<file path="config.mk">
export PLATFORM = sky130hd
export DESIGN_NAME = c2_label_mon
export DESIGN_NICKNAME = d
export VERILOG_FILES = /design/src/rtl/c2lm_pkg.sv /design/src/rtl/c2lm_run_tracker.sv /design/src/rtl/c2lm_uneq_det.sv /design/src/rtl/c2lm_unstab_det.sv /design/src/rtl/c2_label_mon.sv
export SDC_FILE = /design/constraint.sdc
export NUM_CORES = 1
export LEC_CHECK = 0
export ABC_CLOCK_PERIOD_IN_PS = 3300
export BUFFER_PORTS_ARGS = -buffer_cell sky130_fd_sc_hd__buf_2
export CORE_ASPECT_RATIO = 1.4
export CORE_MARGIN = 2
export CORE_UTILIZATION = 25
export DETAILED_ROUTE_END_ITERATION = 8
export MAX_ROUTING_LAYER = met4
export PLACE_DENSITY = 0.42
export REMOVE_ABC_BUFFERS = 1
export SYNTH_ARGS = -nofsm -noshare
export SYNTH_HDL_FRONTEND = slang
export SYNTH_HIERARCHICAL = 1
export SYNTH_SLANG_ARGS = --single-unit
export TNS_END_PERCENT = 20
</file>
<file path="constraint.sdc">
create_clock -name clk -period 3.3 [get_ports clk]
set_input_delay 0.33 -clock clk [delete_from_list [all_inputs] [get_ports clk]]
set_output_delay 0.33 -clock clk [all_outputs]
set_load 0.01 [all_outputs]
</file>
<file path="src/rtl/c2lm_pkg.sv">
package c2lm_pkg;
  typedef enum logic {
    PERSIST_SHORT = 1'b0,
    PERSIST_LONG  = 1'b1
  } persist_e;
endpackage

</file>
<file path="src/rtl/c2lm_run_tracker.sv">
module c2lm_run_tracker #(
  parameter int LBL_W   = 8,
  parameter int ACC_CNT = 5,
  parameter int RUN_MAX = 5,
  localparam int RUN_W  = $clog2(RUN_MAX + 1)
) (
  input  logic             clk,
  input  logic             rst,
  input  logic             frm_vld,
  input  logic [LBL_W-1:0] c2_in,
  output logic [RUN_W-1:0] run_nxt,
  output logic [LBL_W-1:0] acc_nxt,
  output logic [LBL_W-1:0] acc_label
);
  logic [LBL_W-1:0] last_q;
  logic [RUN_W-1:0] run_q;

  always_comb begin
    if (c2_in != last_q)               run_nxt = RUN_W'(1);
    else if (run_q == RUN_W'(RUN_MAX)) run_nxt = run_q;
    else                               run_nxt = run_q + RUN_W'(1);
    acc_nxt = (frm_vld && run_nxt >= RUN_W'(ACC_CNT)) ? c2_in : acc_label;
  end

  always_ff @(posedge clk) begin
    if (rst) begin
      last_q    <= '0;
      run_q     <= '0;
      acc_label <= '0;
    end else begin
      if (frm_vld) begin
        last_q <= c2_in;
        run_q  <= run_nxt;
      end
      acc_label <= acc_nxt;
    end
  end

  a_r10_acc_idle: assert property (@(posedge clk) disable iff (rst)
    !$past(frm_vld) |-> $stable(acc_label));
  a_r2_acc_persisted: assert property (@(posedge clk) disable iff (rst)
    (acc_label != $past(acc_label)) |-> (acc_label == $past(c2_in)));
endmodule

</file>
<file path="src/rtl/c2lm_uneq_det.sv">
module c2lm_uneq_det #(
  parameter int LBL_W    = 8,
  parameter int UNEQ_CNT = 5,
  localparam int CNT_W   = $clog2(UNEQ_CNT + 1)
) (
  input  logic             clk,
  input  logic             rst,
  input  logic             frm_vld,
  input  logic [LBL_W-1:0] c2_in,
  input  logic             exp_zero,
  output logic             uneq_nxt,
  output logic             uneq_q
);
  logic [CNT_W-1:0] zrun_q, nzrun_q, zrun_nxt, nzrun_nxt;
  logic             is_zero;

  assign is_zero = (c2_in == '0);

  always_comb begin
    zrun_nxt  = zrun_q;
    nzrun_nxt = nzrun_q;
    uneq_nxt  = uneq_q;
    if (frm_vld) begin
      if (is_zero) begin
        nzrun_nxt = '0;
        zrun_nxt  = (zrun_q == CNT_W'(UNEQ_CNT)) ? zrun_q : zrun_q + CNT_W'(1);
      end else begin
        zrun_nxt  = '0;
        nzrun_nxt = (nzrun_q == CNT_W'(UNEQ_CNT)) ? nzrun_q : nzrun_q + CNT_W'(1);
      end
      if (zrun_nxt == CNT_W'(UNEQ_CNT))       uneq_nxt = 1'b1;
      else if (nzrun_nxt == CNT_W'(UNEQ_CNT)) uneq_nxt = 1'b0;
    end
    if (exp_zero) uneq_nxt = 1'b0;
  end

  always_ff @(posedge clk) begin
    if (rst) begin
      zrun_q  <= '0;
      nzrun_q <= '0;
      uneq_q  <= 1'b0;
    end else begin
      zrun_q  <= zrun_nxt;
      nzrun_q <= nzrun_nxt;
      uneq_q  <= uneq_nxt;
    end
  end

  a_r3_rise_on_zero: assert property (@(posedge clk) disable iff (rst)
    $rose(uneq_q) |-> ($past(frm_vld) && $past(is_zero)));
  a_r4_fall_cause: assert property (@(posedge clk) disable iff (rst)
    $fell(uneq_q) |-> ($past(exp_zero) || ($past(frm_vld) && !$past(is_zero))));
endmodule

</file>
<file path="src/rtl/c2lm_unstab_det.sv">
module c2lm_unstab_det
  import c2lm_pkg::*;
#(
  parameter int SHORT_CNT = 3,
  parameter int LONG_CNT  = 5,
  parameter int RUN_MAX   = 5,
  parameter int WIN_LEN   = 8,
  localparam int RUN_W    = $clog2(RUN_MAX + 1),
  localparam int WIN_W    = $clog2(WIN_LEN + 1)
) (
  input  logic             clk,
  input  logic             rst,
  input  logic             frm_vld,
  input  logic [RUN_W-1:0] run_nxt,
  input  logic             persist_sel,
  output logic             unstab_q
);
  logic [WIN_W-1:0] win_q;
  logic [RUN_W-1:0] need;
  persist_e         mode;

  assign mode = persist_e'(persist_sel);
  assign need = (mode == PERSIST_LONG) ? RUN_W'(LONG_CNT) : RUN_W'(SHORT_CNT);

  always_ff @(posedge clk) begin
    if (rst) begin
      win_q    <= '0;
      unstab_q <= 1'b0;
    end else if (frm_vld) begin
      if (run_nxt >= need) begin
        win_q    <= '0;
        unstab_q <= 1'b0;
      end else if (win_q != WIN_W'(WIN_LEN)) begin
        win_q <= win_q + WIN_W'(1);
        if (win_q == WIN_W'(WIN_LEN - 1)) unstab_q <= 1'b1;
      end
    end
  end

  a_r10_unstab_idle: assert property (@(posedge clk) disable iff (rst)
    !$past(frm_vld) |-> $stable(unstab_q));
  a_r9_rise_window: assert property (@(posedge clk) disable iff (rst)
    $rose(unstab_q) |-> (win_q == WIN_W'(WIN_LEN)));
endmodule

</file>
<file path="src/rtl/c2_label_mon.sv">
module c2_label_mon #(
  parameter int LBL_W     = 8,
  parameter int ACC_CNT   = 5,
  parameter int UNEQ_CNT  = 5,
  parameter int SHORT_CNT = 3,
  parameter int LONG_CNT  = 5,
  parameter int WIN_LEN   = 8,
  parameter logic [LBL_W-1:0] EXP_RST = 8'h01,
  localparam int RUN_MAX  = (ACC_CNT > LONG_CNT) ? ACC_CNT : LONG_CNT,
  localparam int RUN_W    = $clog2(RUN_MAX + 1)
) (
  input  logic             clk,
  input  logic             rst,
  input  logic             frm_vld,
  input  logic [LBL_W-1:0] c2_in,
  input  logic             exp_wr,
  input  logic [LBL_W-1:0] exp_wdata,
  input  logic             persist_sel,
  output logic [LBL_W-1:0] exp_label,
  output logic [LBL_W-1:0] acc_label,
  output logic             uneq_flag,
  output logic             plm_flag,
  output logic             unstab_flag
);
  logic [LBL_W-1:0] exp_nxt, acc_nxt;
  logic [RUN_W-1:0] run_nxt;
  logic             uneq_nxt;

  assign exp_nxt = exp_wr ? exp_wdata : exp_label;

  always_ff @(posedge clk) begin
    if (rst) begin
      exp_label <= EXP_RST;
      plm_flag  <= (EXP_RST != '0);
    end else begin
      exp_label <= exp_nxt;
      plm_flag  <= (acc_nxt != exp_nxt) && !uneq_nxt;
    end
  end

  c2lm_run_tracker #(.LBL_W(LBL_W), .ACC_CNT(ACC_CNT), .RUN_MAX(RUN_MAX)) u_run (
    .clk(clk), .rst(rst), .frm_vld(frm_vld), .c2_in(c2_in),
    .run_nxt(run_nxt), .acc_nxt(acc_nxt), .acc_label(acc_label));

  c2lm_uneq_det #(.LBL_W(LBL_W), .UNEQ_CNT(UNEQ_CNT)) u_uneq (
    .clk(clk), .rst(rst), .frm_vld(frm_vld), .c2_in(c2_in),
    .exp_zero(exp_label == '0), .uneq_nxt(uneq_nxt), .uneq_q(uneq_flag));

  c2lm_unstab_det #(.SHORT_CNT(SHORT_CNT), .LONG_CNT(LONG_CNT), .RUN_MAX(RUN_MAX),
                    .WIN_LEN(WIN_LEN)) u_unstab (
    .clk(clk), .rst(rst), .frm_vld(frm_vld), .run_nxt(run_nxt),
    .persist_sel(persist_sel), .unstab_q(unstab_flag));

  a_r7_uneq_masks_plm: assert property (@(posedge clk) disable iff (rst)
    uneq_flag |-> !plm_flag);
  a_r5_exp_zero_no_uneq: assert property (@(posedge clk) disable iff (rst)
    (exp_label == '0) |=> !uneq_flag);
  a_r6_plm_on_write: assert property (@(posedge clk) disable iff (rst)
    (exp_wr && !frm_vld && !uneq_flag && (exp_wdata == acc_label)) |=> !plm_flag);
endmodule

</file>
==> results of run 1 <==
==> cell usage after synthesis, types with 3 or more instances <==
library cell and instances:
a211oi_1 3, a21oi_1 13, clkbuf_1 3, dfxtp_1 40, ha_1 10, inv_1 12, mux2_2 6, mux2i_1 24
nand2_1 13, nand2b_1 14, nand3_1 4, nand4b_1 3, nor2_1 25, nor2b_1 3, nor3_1 3, nor4_1 4
o2111ai_1 3, o21ai_0 5, o21ai_1 3, or2b_1 3, or4_1 3, xnor2_1 8, xor2_1 9
==> metrics by stage <==
step / hold slack (ns) / instance area, um2 / cells / power (uW)
4_1_cts: 0.336 / 2850 / 411 / 1170
2_1_floorplan: 0.399 / 2320 / 249 / 598
6_report: 0.333 / 2850 / 411 / 1150
5_1_grt: 0.355 / 2850 / 411 / 1200
3_3_place_gp: 0.462 / 2710 / 403 / 663
3_5_place_dp: 0.475 / 2710 / 403 / 663
==> area by class of cell <==
cell class,instances,area (um2)
Clock buffer,8,146
Multi-Input combinational cell,197,1480
Tap cell,110,138
Sequential cell,40,801
Fill cell,1023,6500
Inverter,12,45.0
Timing Repair Buffer,44,245
==> power groups by stage <==
stage | combinational [uW] | sequential [uW] | clock (uW)
after global placement | 137 | 525 | 0
after floorplan | 74.1 | 524 | 0
final | 136 | 514 | 496
after CTS | 139 | 514 | 516
after global routing | 153 | 517 | 528
after detailed placement | 139 | 525 | 0
==> per-layer routing <==
layer	wire length, um	vias to the layer above
li1	-	1004
met5	0	-
met2	3180	43
met4	103	0
met3	209	8
met1	2420	923
==> final timing paths <==
kind                                   from                        endpoint  cells after the start
max reg2reg     u_run/run_q[1]$_SDFFE_PP0P_             plm_flag$_SDFF_PP1_                     11
max             u_run/run_q[1]$_SDFFE_PP0P_             plm_flag$_SDFF_PP1_                     11
min                            exp_wdata[7]         exp_label[7]$_SDFF_PP0_                      3
min reg2reg  u_unstab/unstab_q$_SDFFE_PP0P_  u_unstab/unstab_q$_SDFFE_PP0P_                      2
==> flip-flops by register name, indices dropped and copies added, names as in the netlist <==
name / cells
exp_label: 8
u_unstab/unstab_q: 1
u_uneq/uneq_q: 1
u_run/last_q: 8
u_unstab/win_q: 4
u_run/acc_label: 8
u_run/run_q: 3
u_uneq/nzrun_q: 3
plm_flag: 1
u_uneq/zrun_q: 3
==> worst min-delay path: stages <==
cell and delay [ns]:
buf_2 0.07, mux2i_1 0.09, nor2_1 0.09
==> logic make-up after synthesis <==
family                     Yosys count
AOI/OAI and AO/OA                   44
buffers and inverters               20
adders and majority gates           10
muxes                               32
and+or+nand+nor                     94
xor gates and xnor gates            17
DFF                                 40
==> qor.txt, run 1 <==
Worst setup EP type -> register
GRT overflow -> 0
# setup viols final -> 0
CTS hold repair buffers -> 0
TNS Setup -> 0 ns
Final worst-path cycle share -> 0.898
Hold Vio Cnt, Final -> 0
Setup WS pre-CTS -> 0.223 ns
Largest family of logic cells by synthesized area -> simple AND/OR/NAND/NOR gates
HP Class -> input pin to register
Core area -> 9350 um2
Top cell type's share of synthesized area -> 0.337
Via count of the first global-routing pass -> 1981
Clock Tree Buf Depth -> 2
Total Routing Usage GR -> 0.125
TritonCTS Buffers -> 5
Met1 track demand over resource -> 0.140
Port bufs -> 39
Cell taking the most area after synthesis -> dfxtp_1
# diodes -> 0
Status -> finished, final reports clean
Slew headroom -> 0.577
Critical path required time -> 3.48 ns
Final worst slack -> 0.335 ns
Max_cap viols -> 0
GR Util met2 -> 0.221
Final GP Congestion -> 0.761
Top Usage Layer GRT -> met2
CTS Root Cell -> clkbuf_16
Std-Cell Rows -> 42
Die area -> 10300 um2
Logic pwr share -> 0.119
Clock share of power -> 0.433
Initial antenna violation count -> 0
Adder-Cell Fraction of Synth Area -> 0.0527
Final ANT Viol Nets -> 0
Yosys reg bits -> 40
Sequential share of power -> 0.449
First-pass GRT wire length -> 9730 um
Unrepaired setup endpoints after global routing -> no
CP top delay family -> simple AND/OR/NAND/NOR gates
Largest cells by area after synthesis -> dfxtp_1, mux2i_1, ha_1
Skew-Pair Late Insertion Delay -> 0.28 ns
Startpoint Class -> register
# H-tree levels -> 2
Drt first pass iters -> 4
Crit Path Class -> register to register
Num ports -> 40
Post-synth top flop -> dfxtp_1
Layout cells sized above 1 -> 0.233
Synthesized cell area -> 2370 um2
Yosys warnings -> 6
Clock slew at reported path FFs -> 0.06 ns
Sw frac -> 0.249
Critical-path cell list -> inv_1 -> ha_1 -> nand2_1 -> o21ai_0 -> a2111oi_4 -> buf_12 -> mux2_2 -> xnor2_1 -> nor4_1 -> a21oi_1 -> or2_1
Crit-path slowest cell -> nor4_1
Post-Route WL -> 5910 um
WL/cell -> 14.4 um
Synth-to-Final Area Change -> 20.2%
M3 GR Usage -> 0.0201
Mapped Cells -> 257
DRT iter0 DRCs -> 97
Compound-Gate Fraction of Synth Area -> 0.138
Final Util -> 0.305
Commonest non-fill, non-tap cells in the layout -> dfxtp_1, buf_2, nor2_1
# DRC -> 0
Net Switching -> 285 uW
Critical path arrival -> 3.14 ns
Via/cell ratio -> 4.81
Nets -> 331
Worst slew pin tran -> 0.634 ns
Initial Utilization -> 0.254
Synth Area in Simple Gates -> 0.227
WP buf/inv -> 2
Register area share after synthesis -> 0.337
Vias -> 1978
Post-synthesis mux area share -> 0.142
P_leak -> 0.00117 uW
Synth Area in XOR/XNOR -> 0.0627
Largest stage delay on the critical path -> 0.44 ns
Setup bufs post-CTS -> 0
Die width -> 86.4 um
Cts repair resizes -> 0
CTS sink cnt -> 40
Die H -> 119 um
Syn_area_per_cell -> 9.24 um2
Fin. max-slew vios -> 0
Largest net degree at the start of global routing -> 37
Clock skew -> 0.00283 ns
Most common cell after layout, fill and taps aside -> dfxtp_1
TritonCTS clock tree -> built
Crit-path max FO -> 16
Max Clock Freq -> 0.337 GHz
Internal power -> 861 uW
EDFF count, synth -> 0
PwrDens -> 402 nW/um2
Post-synth cell types -> 54
R2R Setup Slk -> 0.34 ns
FFs w/ async S/R, synth -> 0
Min cycle time layout -> 2.96 ns
Hpwl dp -> 4490 um
Max VDD drop -> 0.000238 V
No activity file was read; power rests on OpenSTA's default activity.
==> run 2: changes to the inputs <==
--- a/config.mk
+++ b/config.mk
@@ -8,9 +8,10 @@
 export ABC_CLOCK_PERIOD_IN_PS = 3300
 export BUFFER_PORTS_ARGS = -buffer_cell sky130_fd_sc_hd__buf_2
 export CORE_ASPECT_RATIO = 1.4
-export CORE_MARGIN = 2
+export CORE_MARGIN = 3
 export CORE_UTILIZATION = 25
 export DETAILED_ROUTE_END_ITERATION = 8
+export GPL_TIMING_DRIVEN = 1
 export MAX_ROUTING_LAYER = met4
 export PLACE_DENSITY = 0.42
 export REMOVE_ABC_BUFFERS = 1
==> run 2 against run 1 <==
Critical path depth decreased by 1. Global-route usage is 0.88 points lower. Sequential share of layout area is essentially flat. Critical endpoint unchanged. Non-clock buffer count shrank 1. Cell area shrank 0.18%. Flip-flop and latch count did not move. Count of clock-buffer cells in the layout down 1. Final cell count is 1.2% lower. Clock power grew 1%. Register-to-register slack better by 0.02 ns. Sequential power about the same. Hold slack improved by 0.0054 ns.
==> qor.txt, run 2 (synthesis results as in run 1) <==
Status -> finished, final reports clean (unchanged)
Max VDD drop -> 0.000177 V (was 0.000238 V)
Post-Place Cells -> 399 (was 403)
Port bufs -> 39 (unchanged)
Sequential share of power -> 0.447 (was 0.449)
Biggest regs -> exp_label x8, u_run/acc_label x8, u_run/last_q x8 (unchanged)
Via/cell ratio -> 4.90 (was 4.81)
Final worst-path cycle share -> 0.892 (was 0.898)
Internal power -> 876 uW (was 861 uW)
Num ports -> 40 (unchanged)
Layout cells sized above 1 -> 0.234 (was 0.233)
R2R Setup Slk -> 0.36 ns (was 0.34 ns)
Final std cells w/o fill -> 406 (was 411)
TritonCTS clock tree -> built (unchanged)
Clock skew -> 0.00378 ns (was 0.00283 ns)
Total Routing Usage GR -> 0.117 (was 0.125)
Post-Route WL -> 5640 um (was 5910 um)
CP top delay family -> simple AND/OR/NAND/NOR gates (unchanged)
Critical path arrival -> 3.11 ns (was 3.14 ns)
Crit-path max FO -> 16 (unchanged)
Worst setup EP type -> register (unchanged)
TNS Setup -> 0 ns (unchanged)
Clock share of power -> 0.436 (was 0.433)
Std-Cell Rows -> 41 (was 42)
Clock Tree Buf Depth -> 2 (unchanged)
Max_cap viols -> 0 (unchanged)
RR Endpoint -> plm_flag$_SDFF_PP1_ (unchanged)
Logic pwr share -> 0.117 (was 0.119)
Largest stage delay on the critical path -> 0.42 ns (was 0.44 ns)
Hold Crit Depth -> 3 (unchanged)
Vias -> 1990 (was 1978)
Die H -> 121 um (was 119 um)
WL/cell -> 13.9 um (was 14.4 um)
# DRC -> 0 (unchanged)
Cts repair resizes -> 0 (unchanged)
P_leak -> 0.00117 uW (about the same)
Largest net degree at the start of global routing -> 35 (was 37)
# diodes -> 0 (unchanged)
GRT overflow -> 0 (unchanged)
Die width -> 88.4 um (was 86.4 um)
Hold_sp -> exp_wdata[2] (was exp_wdata[7])
Final ANT Viol Nets -> 0 (unchanged)
Fin. max-slew vios -> 0 (unchanged)
Hold Vio Cnt, Final -> 0 (unchanged)
Hpwl dp -> 4320 um (was 4490 um)
PwrDens -> 403 nW/um2 (was 402 nW/um2)
Reg2reg start -> u_run/run_q[0]$_SDFFE_PP0P_ (was u_run/run_q[1]$_SDFFE_PP0P_)
Die area -> 10700 um2 (was 10300 um2)
Via count of the first global-routing pass -> 1938 (was 1981)
# H-tree levels -> 2 (unchanged)
Core area -> 9130 um2 (was 9350 um2)
Critical path required time -> 3.47 ns (was 3.48 ns)
Setup bufs post-CTS -> 0 (unchanged)
R2R depth -> 10 (was 11)
Commonest non-fill, non-tap cells in the layout -> dfxtp_1, buf_2, nor2_1 (unchanged)
Worst Hold End -> exp_label[2]$_SDFF_PP0_ (was exp_label[7]$_SDFF_PP0_)
Skew-Pair Late Insertion Delay -> 0.28 ns (about the same)
Initial antenna violation count -> 0 (unchanged)
DRT iter0 DRCs -> 86 (was 97)
CTS hold repair buffers -> 0 (unchanged)
Initial Utilization -> 0.260 (was 0.254)
Critical-path cell list -> ha_1 -> nor2b_1 -> a21o_1 -> a2111oi_4 -> buf_12 -> mux2_2 -> xnor2_1 -> nor4_1 -> a21oi_1 -> or2_1 (was inv_1 -> ha_1 -> nand2_1 -> o21ai_0 -> a2111oi_4 -> buf_12 -> mux2_2 -> xnor2_1 -> nor4_1 -> a21oi_1 -> or2_1)
Max Clock Freq -> 0.340 GHz (was 0.337 GHz)
Slew headroom -> 0.609 (was 0.577)
First-pass GRT wire length -> 9520 um (was 9730 um)
Drt first pass iters -> 4 (unchanged)
Worst slew pin tran -> 0.581 ns (was 0.634 ns)
# setup viols final -> 0 (unchanged)
Startpoint Class -> register (unchanged)
Clock slew at reported path FFs -> 0.06 ns (about the same)
Final GP Congestion -> 0.731 (was 0.761)
WP buf/inv -> 1 (was 2)
Most common cell after layout, fill and taps aside -> dfxtp_1 (unchanged)
CTS Root Cell -> clkbuf_16 (unchanged)
Crit-path slowest cell -> nor4_1 (unchanged)
HP Class -> input pin to register (unchanged)
TritonCTS Buffers -> 5 (unchanged)
CTS sink cnt -> 40 (unchanged)
Synth-to-Final Area Change -> 20.0% (was 20.2%)
Sw frac -> 0.238 (was 0.249)
Min cycle time layout -> 2.94 ns (was 2.96 ns)
Crit Path Class -> register to register (unchanged)
Nets -> 330 (was 331)
Net Switching -> 274 uW (was 285 uW)
Unrepaired setup endpoints after global routing -> no (unchanged)
## run 2: area by class of cell
| cell class | count | area (um2) |
|---|---|---|
| fillers | 979 | 6280 |
| well taps | 107 | 134 |
| multi-input cells | 197 | 1480 |
| inverters | 12 | 45.0 |
| clock buffers | 7 | 153 |
| flip-flops and latches | 40 | 801 |
| repair buffers | 43 | 238 |
## run 2: how the worst max path moves through the flow
stage / slack [ns] / depth (start not counted) / endpoint / from
floorplan: 0.27 / 10 / plm_flag$_SDFF_PP1_ / u_run/run_q[1]$_SDFFE_PP0P_
global placement: 0.25 / 11 / plm_flag$_SDFF_PP1_ / c2_in[2]
detailed placement: 0.23 / 11 / plm_flag$_SDFF_PP1_ / c2_in[2]
CTS: 0.29 / 10 / plm_flag$_SDFF_PP1_ / u_run/run_q[0]$_SDFFE_PP0P_
global route: 0.11 / 11 / plm_flag$_SDFF_PP1_ / u_run/run_q[1]$_SDFFE_PP0P_
finish: 0.36 / 10 / plm_flag$_SDFF_PP1_ / u_run/run_q[0]$_SDFFE_PP0P_
## run 2: worst min-delay path: cells and delay by family
family        cells  cell delay (ns)
buf+inv           1             0.08
mux               1             0.09
simple gates      1             0.09
## run 2: power groups by stage
stage	registers, uW	logic (uW)	clock network (uW)
CTS	514	138	520
global route	516	151	541
finish	514	134	501
floorplan	524	74.1	0
global placement	525	137	0
detailed placement	524	137	0
## run 2: through the flow
| stage | power (uW) | hold slack (ns) | setup WS (ns) | utilization | area (um2) |
|---|---|---|---|---|---|
| after floorplan | 598 | 0.399 | 0.266 | - | 2320 |
| after CTS | 1170 | 0.335 | 0.293 | 0.312 | 2850 |
| after global placement | 662 | 0.465 | 0.246 | 0.295 | 2700 |
| final | 1150 | 0.338 | 0.357 | 0.312 | 2850 |
| after detailed placement | 662 | 0.460 | 0.231 | 0.295 | 2700 |
| after global routing | 1210 | 0.374 | 0.112 | 0.312 | 2850 |
## run 2: per-layer routing
layer	up-vias	global-route usage	share of wire
li1	1002	-	-
met1	946	0.140	0.44
met5	-	-	0
met3	4	0.0211	0.032
met2	38	0.200	0.52
met4	0	0.0284	0.0067
==> run 3: changes to the inputs <==
--- a/config.mk
+++ b/config.mk
@@ -9,11 +9,11 @@
 export BUFFER_PORTS_ARGS = -buffer_cell sky130_fd_sc_hd__buf_2
 export CORE_ASPECT_RATIO = 1.4
 export CORE_MARGIN = 3
-export CORE_UTILIZATION = 25
+export CORE_UTILIZATION = 30
 export DETAILED_ROUTE_END_ITERATION = 8
 export GPL_TIMING_DRIVEN = 1
 export MAX_ROUTING_LAYER = met4
-export PLACE_DENSITY = 0.42
+export PLACE_DENSITY = 0.48
 export REMOVE_ABC_BUFFERS = 1
 export SYNTH_ARGS = -nofsm -noshare
 export SYNTH_HDL_FRONTEND = slang
==> run 3 against run 2 <==
Hold slack worse by 0.0091 ns. First-iteration DRC count is 43% lower. Critical path depth stayed put. Total power down 17%. Clock power is 38% lower. Non-clock buffer count down 2. Largest power group unchanged. Die area decreased by 16%. Cell area down 3.6%. Largest cell class unchanged. Fmax is 4.1% higher. Via count down 1.6%. Wire length decreased by 2.6%.
==> qor.txt, run 3 (synthesis results as in run 1) <==
Final ANT Viol Nets -> 0 (unchanged)
Reg2reg start -> u_run/run_q[0]$_SDFFE_PP0P_ (unchanged)
Die width -> 81.2 um (was 88.4 um)
Hold Crit Depth -> 3 (unchanged)
Final GP Congestion -> 0.796 (was 0.731)
Met2 Wirelength -> 2760 um (was 2950 um)
DR top layer -> met4 (unchanged)
Num ports -> 40 (unchanged)
Hold Vio Cnt, Final -> 0 (unchanged)
Layout cells sized above 1 -> 0.226 (was 0.234)
Crit-path max FO -> 16 (unchanged)
Met3 WL post-DR -> 172 um (was 180 um)
# H-tree levels -> 2 (unchanged)
Fin. max-slew vios -> 0 (unchanged)
Biggest regs -> exp_label x8, u_run/acc_label x8, u_run/last_q x8 (unchanged)
Unrepaired setup endpoints after global routing -> no (unchanged)
Initial antenna violation count -> 0 (unchanged)
Clock skew -> 0.00396 ns (was 0.00378 ns)
Cts repair resizes -> 0 (unchanged)
Slew headroom -> 0.439 (was 0.609)
Via count of the first global-routing pass -> 1894 (was 1938)
Critical path required time -> 3.48 ns (was 3.47 ns)
Status -> finished, final reports clean (unchanged)
Met1 wire length -> 2510 um (was 2470 um)
Max VDD drop -> 0.000191 V (was 0.000177 V)
Post-Route WL -> 5490 um (was 5640 um)
Critical path arrival -> 3.00 ns (was 3.11 ns)
Max_cap viols -> 0 (unchanged)
Largest net degree at the start of global routing -> 51 (was 35)
R2R depth -> 10 (unchanged)
Crit Path Class -> register to register (unchanged)
Worst slew pin tran -> 0.841 ns (was 0.581 ns)
Synth-to-Final Area Change -> 15.7% (was 20.0%)
HP Class -> input pin to register (unchanged)
Max Clock Freq -> 0.354 GHz (was 0.340 GHz)
P_leak -> 0.00113 uW (was 0.00117 uW)
PwrDens -> 347 nW/um2 (was 403 nW/um2)
Hpwl dp -> 4040 um (was 4320 um)
Core area -> 7500 um2 (was 9130 um2)
CTS hold repair buffers -> 0 (unchanged)
CTS sink cnt -> 40 (unchanged)
TNS Setup -> 0 ns (unchanged)
Std-Cell Rows -> 37 (was 41)
Clock slew at reported path FFs -> 0.08 ns (was 0.06 ns)
Hold_sp -> exp_wdata[1] (was exp_wdata[2])
R2R Setup Slk -> 0.47 ns (was 0.36 ns)
TritonCTS Buffers -> 5 (unchanged)
Setup bufs post-CTS -> 0 (unchanged)
Final worst-path cycle share -> 0.856 (was 0.892)
Initial Utilization -> 0.316 (was 0.260)
Total Routing Usage GR -> 0.134 (was 0.117)
Startpoint Class -> register (unchanged)
WL/cell -> 13.9 um (about the same)
# setup viols final -> 0 (unchanged)
# diodes -> 0 (unchanged)
Commonest non-fill, non-tap cells in the layout -> dfxtp_1, buf_2, nor2_1 (unchanged)
Nets -> 328 (was 330)
Clock Tree Buf Depth -> 2 (unchanged)
Min cycle time layout -> 2.83 ns (was 2.94 ns)
Worst setup EP type -> register (unchanged)
Vias -> 1958 (was 1990)
Port bufs -> 39 (unchanged)
First-pass GRT wire length -> 9320 um (was 9520 um)
Skew-Pair Late Insertion Delay -> 0.28 ns (about the same)
TritonCTS clock tree -> built (unchanged)
Worst Hold End -> exp_label[1]$_SDFF_PP0_ (was exp_label[2]$_SDFF_PP0_)
Drt first pass iters -> 4 (unchanged)
RR Endpoint -> plm_flag$_SDFF_PP1_ (unchanged)
Final worst slack -> 0.474 ns (was 0.357 ns)
Die area -> 9030 um2 (was 10700 um2)
GRT overflow -> 0 (unchanged)
Setup WS pre-CTS -> 0.437 ns (was 0.231 ns)
CTS Root Cell -> clkbuf_8 (was clkbuf_16)
# DRC -> 0 (unchanged)
Die H -> 111 um (was 121 um)
Most common cell after layout, fill and taps aside -> dfxtp_1 (unchanged)
Via/cell ratio -> 4.97 (was 4.90)
DRT iter0 DRCs -> 49 (was 86)
## run 3: cell types whose count changed in the layout (fill, tap and decap cells not counted)
cell / previous run / this run
buf_4: 3 / 1
clkbuf_1: 0 / 1
clkinv_2: 0 / 1
clkbuf_16: 5 / 0
clkbuf_8: 2 / 5
## run 3: final cells by class
type                       instances  area, um2
clock buffer                       6       72.6
clock inverter                     1       5.00
fill                             816       4750
inverter                          12       45.0
multi-input combinational        197       1480
sequential                        40        801
tap                               97        121
timing repair buffer              41        223
## run 3: worst max-delay path by stage
stage	start	cells past startpoint	endpoint
global route	u_run/run_q[1]$_SDFFE_PP0P_	11	plm_flag$_SDFF_PP1_
detailed placement	c2_in[6]	11	plm_flag$_SDFF_PP1_
CTS	u_run/run_q[0]$_SDFFE_PP0P_	10	plm_flag$_SDFF_PP1_
finish	u_run/run_q[0]$_SDFFE_PP0P_	10	plm_flag$_SDFF_PP1_
global placement	c2_in[2]	11	plm_flag$_SDFF_PP1_
floorplan	u_run/run_q[1]$_SDFFE_PP0P_	10	plm_flag$_SDFF_PP1_
## run 3: worst max-delay path: stages, from the launching register on
cell       delay, ns
dfxtp_1         0.39
ha_1            0.28
nor2b_1         0.16
a21o_1          0.18
a2111oi_4       0.40
buf_12          0.21
mux2_2          0.36
xnor2_1         0.13
nor4_1          0.31
a21oi_1         0.10
or2_1           0.20
## run 3: metrics by stage
step	instances	hold slack, ns	util	power (uW)	instance area, um2
floorplan	249	0.399	-	598	2320
global placement	387	0.459	0.356	657	2670
detailed placement	387	0.477	0.356	658	2670
CTS	394	0.324	0.366	978	2750
global route	394	0.335	0.366	1010	2750
finish	394	0.329	0.366	953	2750
## run 3: power by group
| group | leakage [uW] | switching (uW) | internal [uW] |
|---|---|---|---|
| combinational | 0.000758 | 74.3 | 57.6 |
| sequential | 0.000327 | 14.3 | 499 |
| clock | 0.0000410 | 165 | 144 |
| total | 0.00113 | 253 | 700 |
## run 3: routing by layer
metal  vias up  GRT usage
met3         2     0.0301
met1       926      0.170
met4         0     0.0406
met5         -          -
met2        34      0.212
li1        996          -
